===== src/rtl/drv_sup_pkg.sv =====
package drv_sup_pkg;

  // Counter width able to hold values 0..n
  function automatic int cnt_width(input int n);
    return (n < 1) ? 1 : $clog2(n + 1);
  endfunction

  typedef struct packed {
    logic kill;
    logic fault_n;
  } sup_out_t;

endpackage


===== src/rtl/trip_blanker.sv =====
module trip_blanker #(
  parameter int BLANK_CYC = 30
) (
  input  logic clk,
  input  logic rst_n,
  input  logic trip_i,
  output logic qual_o
);
  import drv_sup_pkg::*;

  localparam int BW = cnt_width(BLANK_CYC);
  localparam logic [BW-1:0] RUN_LIM = BW'(BLANK_CYC - 1);

  logic [BW-1:0] run_q, run_d;

  // Count consecutive high samples, saturating at the limit
  always_comb begin
    run_d = '0;
    if (trip_i) begin
      run_d = (run_q == RUN_LIM) ? run_q : run_q + 1'b1;
    end
  end

  always_ff @(posedge clk or negedge rst_n) begin
    if (!rst_n) run_q <= '0;
    else        run_q <= run_d;
  end

  assign qual_o = trip_i && (run_q == RUN_LIM);

  AST_RUN_BOUND: assert property (@(posedge clk) disable iff (!rst_n)
    run_q <= RUN_LIM);

  generate
    if (BLANK_CYC > 1) begin : g_blank_chk
      AST_QUAL_NEEDS_HISTORY: assert property (@(posedge clk) disable iff (!rst_n)
        qual_o |-> $past(trip_i));
    end
  endgenerate

endmodule


===== src/rtl/oc_fault_latch.sv =====
module oc_fault_latch #(
  parameter int CLR_CYC = 330000
) (
  input  logic clk,
  input  logic rst_n,
  input  logic trip_raw_i,
  input  logic trip_qual_i,
  output logic oc_next_o,
  output logic oc_q_o
);
  import drv_sup_pkg::*;

  localparam int CW = cnt_width(CLR_CYC);
  localparam logic [CW-1:0] CLR_LIM = CW'(CLR_CYC - 1);

  logic [CW-1:0] clr_q, clr_d;
  logic          oc_q;
  logic          clr_done;

  assign clr_done = oc_q && !trip_raw_i && (clr_q == CLR_LIM);

  always_comb begin
    clr_d = clr_q;
    if (trip_raw_i || !oc_q || clr_done) clr_d = '0;
    else                                 clr_d = clr_q + 1'b1;
  end

  // Set dominates: a qualified trip overrides a finishing clear count
  assign oc_next_o = trip_qual_i || (oc_q && !clr_done);

  always_ff @(posedge clk or negedge rst_n) begin
    if (!rst_n) begin
      oc_q  <= 1'b0;
      clr_q <= '0;
    end else begin
      oc_q  <= oc_next_o;
      clr_q <= clr_d;
    end
  end

  assign oc_q_o = oc_q;

  AST_SET_WINS: assert property (@(posedge clk) disable iff (!rst_n)
    trip_qual_i |=> oc_q);
  AST_CLR_NO_OVERFLOW: assert property (@(posedge clk) disable iff (!rst_n)
    clr_q <= CLR_LIM);
  AST_CLR_RESTART: assert property (@(posedge clk) disable iff (!rst_n)
    trip_raw_i |=> (clr_q == '0));
  AST_FALL_AFTER_QUIET: assert property (@(posedge clk) disable iff (!rst_n)
    $fell(oc_q) |-> ($past(clr_q) == CLR_LIM && !$past(trip_raw_i)));

endmodule


===== src/rtl/drv_fault_supervisor.sv =====
module drv_fault_supervisor #(
  parameter int NUM_PH    = 3,
  parameter int BLANK_CYC = 30,
  parameter int CLR_CYC   = 330000
) (
  input  logic              clk,
  input  logic              rst_n,
  input  logic              trip_i,
  input  logic              vcc_uv_i,
  input  logic [NUM_PH-1:0] hs_uv_i,
  input  logic              enable_i,
  output logic              kill_o,
  output logic [NUM_PH-1:0] hs_inhibit_o,
  output logic              fault_n_o
);
  import drv_sup_pkg::*;

  logic     trip_qual;
  logic     oc_next, oc_q;
  sup_out_t out_d, out_q;
  logic [NUM_PH-1:0] inh_d, inh_q;

  trip_blanker #(.BLANK_CYC(BLANK_CYC)) u_blank (
    .clk    (clk),
    .rst_n  (rst_n),
    .trip_i (trip_i),
    .qual_o (trip_qual)
  );

  oc_fault_latch #(.CLR_CYC(CLR_CYC)) u_latch (
    .clk         (clk),
    .rst_n       (rst_n),
    .trip_raw_i  (trip_i),
    .trip_qual_i (trip_qual),
    .oc_next_o   (oc_next),
    .oc_q_o      (oc_q)
  );

  always_comb begin
    out_d.kill    = oc_next || vcc_uv_i || !enable_i;
    out_d.fault_n = !(oc_next || vcc_uv_i);
  end

  generate
    for (genvar p = 0; p < NUM_PH; p++) begin : g_phase
      always_comb inh_d[p] = hs_uv_i[p];

      AST_HS_LOCAL: assert property (@(posedge clk) disable iff (!rst_n)
        hs_uv_i[p] |=> hs_inhibit_o[p]);
    end
  endgenerate

  // Outputs start killed and inhibited until supplies are reported good
  always_ff @(posedge clk or negedge rst_n) begin
    if (!rst_n) begin
      out_q.kill    <= 1'b1;
      out_q.fault_n <= 1'b1;
      inh_q         <= '1;
    end else begin
      out_q <= out_d;
      inh_q <= inh_d;
    end
  end

  assign kill_o       = out_q.kill;
  assign fault_n_o    = out_q.fault_n;
  assign hs_inhibit_o = inh_q;

  AST_TRIP_KILLS: assert property (@(posedge clk) disable iff (!rst_n)
    trip_qual |=> (kill_o && !fault_n_o));
  AST_FAULT_SOURCE: assert property (@(posedge clk) disable iff (!rst_n)
    !fault_n_o |-> (oc_q || $past(vcc_uv_i)));
  AST_VCC_UV_KILLS: assert property (@(posedge clk) disable iff (!rst_n)
    vcc_uv_i |=> (kill_o && !fault_n_o));
  AST_ENABLE_KILLS: assert property (@(posedge clk) disable iff (!rst_n)
    !enable_i |=> kill_o);

endmodule


===== config.mk =====
export PLATFORM = sky130hd
export DESIGN_NAME = drv_fault_supervisor
export DESIGN_NICKNAME = d
export VERILOG_FILES = /design/src/rtl/drv_sup_pkg.sv /design/src/rtl/trip_blanker.sv /design/src/rtl/oc_fault_latch.sv /design/src/rtl/drv_fault_supervisor.sv
export SDC_FILE = /design/constraint.sdc
export NUM_CORES = 1
export LEC_CHECK = 0
export CAP_MARGIN = 20
export CORE_AREA = 5 5 66 68
export DETAILED_ROUTE_END_ITERATION = 6
export DIE_AREA = 0 0 71 73
export DONT_BUFFER_PORTS = 1
export PLACE_DENSITY = 0.51
export SYNTH_ARGS = -nofsm -noshare
export SYNTH_HDL_FRONTEND = slang
export SYNTH_SLANG_ARGS = --single-unit

===== constraint.sdc =====
create_clock -name clk -period 1.6 [get_ports clk]
set_clock_uncertainty 0.05 [all_clocks]
set_input_delay 0.08 -clock clk [delete_from_list [all_inputs] [get_ports clk]]
set_output_delay 0.08 -clock clk [all_outputs]
set_load 0.1 [all_outputs]

Word-level counts from Yosys, hierarchy flattened
Cells that the tools add are included.
{"block": "classes", "addsub": 2, "multipliers": 0, "div_mod_pow": 0, "n_lt_le_gt_ge": 0, "n_eq_ne": 3, "shift": 0, "n_mux": 3, "bitwise_logic": 0, "reduce_logical": 14}
{"operator": "$add 19x1->19 const B", "n": 1}
{"operator": "$eq 19x19->1 const B", "n": 1}
{"operator": "$mux 19", "n": 1}
{"operator": "$mux 5", "n": 2}
{"operator": "$add 5x1->5 const B", "n": 1}
{"operator": "$eq 5x5->1 const B", "n": 1}
{"operator": "$logic_not 1->1", "n": 5}
{"operator": "$logic_or 1x1->1", "n": 5}
{"operator": "$logic_and 1x1->1", "n": 4}
{"operator": "$ne 2x2->1 const B", "n": 1}
{"block": "totals", "register_bits": 30, "latchBits": 0, "mem_bits_rw": 0, "mem_bits_ro": 0, "out_inout_bits": 5, "elab_cells": 28, "memories": 0}

Depth between registers and ports, before layout
Gate-level depths: netlist (run 1).
{"block": "depth", "ltp_word": 8, "mapped_depth": 7, "depth_no_buf": 6}

By module
From an unflattened synthesis (run 1), not the netlist that was laid out.
{"block": "unflattened", "hier_cells": 135, "hier_area_um2": 1431.4}
{"mod": "oc_fault_latch", "n_inst": 1, "cells_per_inst": 101, "area_each_um2": 998.5, "seq_area_each_um2": 500.5}
{"mod": "trip_blanker", "n_inst": 1, "cells_per_inst": 27, "area_each_um2": 289.0, "seq_area_each_um2": 125.1}
{"mod": "drv_fault_supervisor", "n_inst": 1, "cells_per_inst": 7, "area_each_um2": 143.9, "seq_area_each_um2": 131.4}

Least setup slack after synthesis (run 1)
Ideal clock, no wire load.
{"block": "synth_timing", "path_kind": "register -> register", "from": "register u_latch.clr_q[5]", "to": "register u_latch.clr_q[11]", "setup_ns": 0.119, "arrival_ns": 1.634, "path_slack_ns": -0.203, "path_stages_with_launch": 7, "synth_period_minus_slack_ns": 1.803, "path_cell_list": "dfrtp_1 > or4_1 > nor3_1 > a211o_1 > buf_2 > buf_4 > nor2_1"}
{"block": "synth_via", "elab_chain_len": 4, "elab_cells_between_ends": 5, "classes_between": "add/sub (1); eq/ne (1); mux (1); reduce/logical (2)"}
{"item": "from (decl)", "line_no": "oc_fault_latch.sv:16", "rtl": "logic [CW-1:0] clr_q, clr_d;"}
{"item": "from (signal assigned)", "line_no": "oc_fault_latch.sv:37", "rtl": "clr_q <= clr_d;"}
{"item": "parallel branches: the longest is 3 deep, another holds $add 19x1->19"}
{"item": "$mux 19 (*)", "line_no": "oc_fault_latch.sv:24", "rtl": "if (trip_raw_i || !oc_q || clr_done) clr_d = '0;"}
{"item": "net u_latch.clr_d[11]", "line_no": "oc_fault_latch.sv:16"}
Mark *: on every way through the listed nets, which the timed path passes.
A chain may end at the register's enable or synchronous reset.

==> results of run 1 <==
[routing by layer]
layer | vias to the layer above | track usage, %
li1 | 550 | -
met1 | 540 | 16.0
met2 | 30 | 20.8
met3 | 5 | 3.31
met4 | 0 | 6.47
met5 | - | 0
[per-stage QoR]
step	utilization [%]	cell area, um2	instances	TNS, ps
after global placement	43.4	1650	204	-772
after detailed placement	43.4	1650	204	-1120
after CTS	49.0	1860	219	-983
after global routing	50.7	1930	221	-2420
final	50.7	1930	221	-1740
after floorplan	-	1420	134	-1120
[final cells by class]
cell class / count / share of cell area (%)
repair buffers: 32 / 15.9
clock inverters: 1 / 0.260
flip-flops and latches: 30 / 39.4
multi-input cells: 96 / 35.7
inverters: 5 / 0.975
well taps: 50 / 3.25
clock buffers: 7 / 4.48
[final timing paths]
check	endpoint	slack, ps	cells after the start
worst min-delay path	fault_n_o$_DFF_PN1_	-230	1
worst min register to register	u_blank.run_q[4]$_DFFE_PN0N_	460	1
min in group asynchronous	u_latch.oc_q_o$_DFF_PN0_	190	2
max in group asynchronous	fault_n_o$_DFF_PN1_	1070	2
worst max register to register	kill_o$_DFF_PN1_	-150	4
worst max-delay path	kill_o$_DFF_PN1_	-150	4
[logic make-up after synthesis]
| kind of cell | synth area share [%] |
|---|---|
| simple gates | 24.9 |
| buf+inv | 2.48 |
| mux | 0.710 |
| fa+ha+maj | 2.66 |
| compound gates | 4.97 |
| xor+xnor | 10.6 |
| flops | 53.7 |
[sequential cells by signal (all words and copies together), names as in the netlist]
| register | cells |
|---|---|
| kill_o | 1 |
| u_latch.clr_q | 19 |
| hs_inhibit_o | 3 |
| u_blank.run_q | 5 |
| u_latch.oc_q_o | 1 |
| fault_n_o | 1 |
[where the power goes]
group	leakage, nW	internal, mW	switching (mW)
combinational	0.385	0.0536	0.0488
clock	0.0482	0.346	0.274
sequential	0.390	0.779	0.0451
[critical path, stage by stage, from the launching register on]
cell      delay (ps)
dfrtp_2          410
or4_4            520
nor4_2           220
a21boi_1         120
or3b_1           350
[cells in the mapped netlist]
master,instances,area share (%)
dfstp_2,5,9.3
mux2i_1,1,0.71
nand3_1,7,2.5
or4_1,1,0.53
buf_2,1,0.35
a21boi_1,1,0.53
a211o_1,1,0.62
o21ai_0,3,1.1
xnor2_1,11,6.8
and3_1,2,0.89
buf_4,1,0.53
nor2_1,23,6.1
nor4b_1,2,1.2
dfrtp_1,25,44
or3b_1,1,0.62
nand2_1,5,1.3
nor3_1,4,1.4
nor4_1,7,3.1
ha_1,3,2.7
nand4_1,7,3.1
or4_4,1,0.80
a211oi_1,2,1.1
a21oi_1,1,0.35
and4_1,1,0.62
clkbuf_1,1,0.27
or3_1,1,0.44
and4_2,1,0.71
nand4_4,1,1.5
inv_1,5,1.3
a31oi_1,3,1.3
xor2_1,6,3.7
[placed cells by master (no fill, tap or decap), types with 2 or more instances in the layout]
cell type	n
nor4b_1	2
clkbuf_8	6
inv_1	5
or4_4	2
and3_4	2
a211oi_1	2
a31oi_1	3
nand4_1	7
dfstp_2	5
buf_12	2
buf_6	3
dfrtp_1	24
dlygate4sd3_1	5
nand3_1	7
xnor2_1	11
nor4_1	5
o21ai_0	2
xor2_1	6
nand2_1	5
nor2_1	21
buf_4	21
ha_1	2
nor3_1	4
[repair_timing]
action / CTS / global route
gates resized for setup: 8 / 7
endpoints found under the setup margin: 20 / 22
hold endpoints to repair: 41 / 2
pin swaps: 4 / 3
buffers inserted: 1 / 0
gates cloned: 0 / 2
==> results.tsv, run 1 <==
metric	value	unit
final hold vios	2	
crit path kind	flip-flop to flip-flop	
num ports	13	
upper clock frequency limit	573	MHz
worst hold slack after final layout	-233	ps
WL met2	1470	um
length of routed wiring on met1	1510	um
clock slew at the register clock pins of the worst setup and hold paths	70	ps
worst slack, placed	-164	ps
share of the clock period used by the worst path	109	%
time the final worst path needs with I/O delays and setup	1750	ps
H-Tree Level Count	2	
data required time of the critical path	1750	ps
total number of nets in the final design	181	
CTS Buf Count	5	
vias in the first global route	1143	
post-synth net total	145	
#FFs+latches synth	30	
FP Rows	23	
Critical Path Source	u_latch.clr_q[5]$_DFF_PN0_	
arrival time at the worst endpoint	1900	ps
RSZ-0062 raised after global routing	true	
Max FO, Critical Path	2	
drt total wl	3200	um
run status	finished with violations	
hold buffer count at cts	6	
IO buf count	0	
Starting Density	37.1	%
worst ir drop on vdd	0.000468	V
type of element capturing the critical path	flip-flop	
global-route wire length before repair	5180	um
Die Y	73	um
Syn Inst Count	134	
mean instance size in the synthesized netlist	10.5	um2
highest routed layer	met4	
total number of yosys warnings	0	
Root Buffer	clkbuf_8	
post-DP HPWL	2180	um
multi-input logic area	688	um2
storage element area	758	um2
weighted congestion at the end of routability-driven global placement	0.858	
maximum number of pins on one net before global-route repair	31	
antenna violation net count after detailed routing	0	
Tightest Hold Check Type	input pin to flip-flop	
Max-cap violations	0	
Filler Cell Count	353	
Max transition margin	67.3	%
total power consumption of the routed design	1.55	mW
x dimension of the die	71	um
fraction of the yosys area taken by sequential cells	53.7	%
core area	0.00380	mm2
aggregate global routing overflow	0	
share of final-layout standard cells stronger than drive strength 1	31.0	%
violations in the final reports	negative hold slack, negative setup slack	
overall fraction of global-route tracks in use	12.9	%
number of buffers on the longest clock path	2	
total met3 wirelength after detailed routing	163	um
static leakage power	0.823	nW
number of distinct library cells after synthesis	31	
measured slew at the worst slew-check pin	492	ps
Avg WL per Cell	14.5	um
Skew-Pair Late Insertion Delay	280	ps
Num Clock Sinks	30	
TritonCTS clock tree	done	
Setup violations, final	19	
DRC	0	
hold path startpoint	vcc_uv_i	
final worst slack	-146	ps
worst flop-to-flop path startpoint	u_latch.clr_q[5]$_DFF_PN0_	
die area	0.00518	mm2
Antenna Diode Count	0	
type of origin of the critical path	flip-flop	
antenna violations before repair	0	
number of DRC markers after the initial detailed-route iteration	44	
power density over cell area	804	mW/mm2
final-report max-slew violation count	0	
via count	1125	
area delta synth->final	36.6	%
Pre-antenna DRT Iters	4	
Post-Syn Area	0.00141	mm2
drt via density	5.09	
Power figures use the tool's default switching activity.
==> run 2: changes to the inputs <==
--- a/config.mk
+++ b/config.mk
@@ -6,9 +6,9 @@
 export NUM_CORES = 1
 export LEC_CHECK = 0
 export CAP_MARGIN = 20
-export CORE_AREA = 5 5 66 68
+export CORE_AREA = 2 2 63 65
 export DETAILED_ROUTE_END_ITERATION = 6
-export DIE_AREA = 0 0 71 73
+export DIE_AREA = 0 0 65 67
 export DONT_BUFFER_PORTS = 1
 export PLACE_DENSITY = 0.51
 export SYNTH_ARGS = -nofsm -noshare
==> run 2 against run 1 <==
Effect of this change: the flow still finishes with violations (negative hold slack, negative setup slack); die area down 16%; global-route usage up 4.9 points; design area down 0.84%; highest routed layer unchanged.
==> results.tsv, run 2 (synthesis results as in run 1) <==
metric	value	unit	change
run status	finished with violations		
violations in the final reports	negative hold slack, negative setup slack		
x dimension of the die	65	um	-8.5%
Root Buffer	clkbuf_8		
overall fraction of global-route tracks in use	17.8	%	+4.9 points
TritonCTS clock tree	done		
highest routed layer	met4		
power density over cell area	788	mW/mm2	-2.0%
flip-flop count of the largest register after layout	19		unchanged
area delta synth->final	35.4	%	
static leakage power	0.816	nW	-0.89%
die area	0.00436	mm2	-16%
clock slew at the register clock pins of the worst setup and hold paths	70	ps	about the same
global-route wire length before repair	5730	um	+11%
final worst slack	-138	ps	+8.12 ps
slowest cell on the critical path	or4_4		
FP Rows	22		-4.3%
worst flop-to-flop path startpoint	u_latch.clr_q[5]$_DFF_PN0_		
Antenna Diode Count	0		unchanged
Crit path depth	4		unchanged
Cells on Worst Hold Path	1		unchanged
DRC	0		unchanged
setup_tns	-1160	ps	+578 ps
length of routed wiring on met1	1430	um	-5.4%
cell class contributing the biggest share of worst-path delay	simple AND/OR/NAND/NOR gates		
FF-to-FF End	kill_o$_DFF_PN1_		
IO buf count	0		unchanged
WL met2	1530	um	+3.6%
antenna violations before repair	0		unchanged
Starting Density	39.1	%	+2.0 points
Max-cap violations	0		unchanged
share of final-layout standard cells stronger than drive strength 1	31.4	%	+0.40 points
time the final worst path needs with I/O delays and setup	1740	ps	-8.12 ps
hold buffer count at cts	6		unchanged
Skew-Pair Late Insertion Delay	280	ps	about the same
critical path's largest stage delay	540	ps	+20 ps
share of the clock period used by the worst path	109	%	-0.51 points
number of buffers on the longest clock path	2		unchanged
worst ir drop on vdd	0.000493	V	+5.4%
RSZ-0062 raised after global routing	true		
Tightest Hold Check Type	input pin to flip-flop		
multi-input logic area	701	um2	+1.8%
drt via density	5.19		+1.9%
hold path startpoint	vcc_uv_i		
type of origin of the critical path	flip-flop		
arrival time at the worst endpoint	1890	ps	about the same
core area	0.00361	mm2	-5.1%
top library cells by usage in the layout, fill and taps aside	25 x buf_4, 24 x dfrtp_1, 22 x nor2_1		
weighted congestion at the end of routability-driven global placement	0.785		-8.5%
final-report max-slew violation count	0		unchanged
storage element area	758	um2	unchanged
Avg WL per Cell	14.3	um	-1.1%
upper clock frequency limit	575	MHz	+0.47%
reg2reg setup slack	-140	ps	about the same
post-DP HPWL	2140	um	-1.8%
count of buffering cells on the critical path with inverters included	0		unchanged
Pre-antenna DRT Iters	2		-2
worst slack, placed	-193	ps	-29.0 ps
number of DRC markers after the initial detailed-route iteration	75		+70%
type of element capturing the critical path	flip-flop		
crit path kind	flip-flop to flip-flop		
drt total wl	3150	um	-1.6%
worst-case reg-to-reg path depth	4		unchanged
Die Y	67	um	-8.2%
num ports	13		unchanged
total met3 wirelength after detailed routing	145	um	-11%
Max FO, Critical Path	2		unchanged
critical path, cell by cell	or4_4 -> nor4_4 -> a21boi_1 -> or3b_1		
maximum number of pins on one net before global-route repair	31		unchanged
Critical Path Source	u_latch.clr_q[5]$_DFF_PN0_		
vias in the first global route	1206		+5.5%
Max transition margin	66.6	%	-0.75 points
commonest non-fill, non-tap cell in the layout	buf_4		
Num Clock Sinks	30		unchanged
CTS Buf Count	5		unchanged
largest register by flop count	u_latch.clr_q		
H-Tree Level Count	2		unchanged
final hold vios	2		unchanged
worst hold slack after final layout	-242	ps	-9.22 ps
Filler Cell Count	334		-5.4%
antenna violation net count after detailed routing	0		unchanged
data required time of the critical path	1750	ps	about the same
total number of nets in the final design	182		+0.55%
aggregate global routing overflow	0		unchanged
measured slew at the worst slew-check pin	503	ps	+11.3 ps
hold endpoint	fault_n_o$_DFF_PN1_		
Setup violations, final	19		unchanged
via count	1141		+1.4%
-- run 2: how the worst max path moves through the flow --
stage	end	slack (ps)
global placement	kill_o$_DFF_PN1_	-130
detailed placement	kill_o$_DFF_PN1_	-190
CTS	kill_o$_DFF_PN1_	-140
floorplan	kill_o$_DFF_PN1_	-160
global route	kill_o$_DFF_PN1_	-220
finish	kill_o$_DFF_PN1_	-140
-- run 2: through the flow --
step	cells	hold WS (ps)	power [mW]	utilization, %	area (um2)
final	220	-242	1.50	52.9	1910
after global routing	220	-256	1.57	52.9	1910
after CTS	220	-243	1.52	51.9	1870
after detailed placement	205	-265	0.892	46.3	1670
after global placement	205	-265	0.889	46.3	1670
after floorplan	134	-266	0.869	-	1420
-- run 2: area by class of cell --
class / count / share of cell area [%]
multi-input combinational: 96 / 36.7
clock buffer: 6 / 3.80
tap: 48 / 3.15
inverter: 5 / 0.983
clock inverter: 2 / 0.524
sequential: 30 / 39.7
timing repair buffer: 33 / 15.1
-- run 2: what timing repair did --
item                                   CTS  global route
resized for setup                        7             6
endpoints found under the hold margin   41             2
pin swaps                                3             3
setup endpoints to repair               20            22
setup buffers                            1             0
-- run 2: routing by layer --
metal | vias up | track usage (%)
li1 | 548 | -
met1 | 572 | 20.9
met2 | 15 | 28.7
met3 | 6 | 6.93
met4 | 0 | 8.24
met5 | - | 0
-- run 2: report_power, final --
part	leakage [nW]	switching [mW]	internal [mW]
logic	0.381	0.0463	0.0441
clock network	0.0450	0.289	0.301
registers	0.390	0.0446	0.779
total	0.816	0.380	1.12
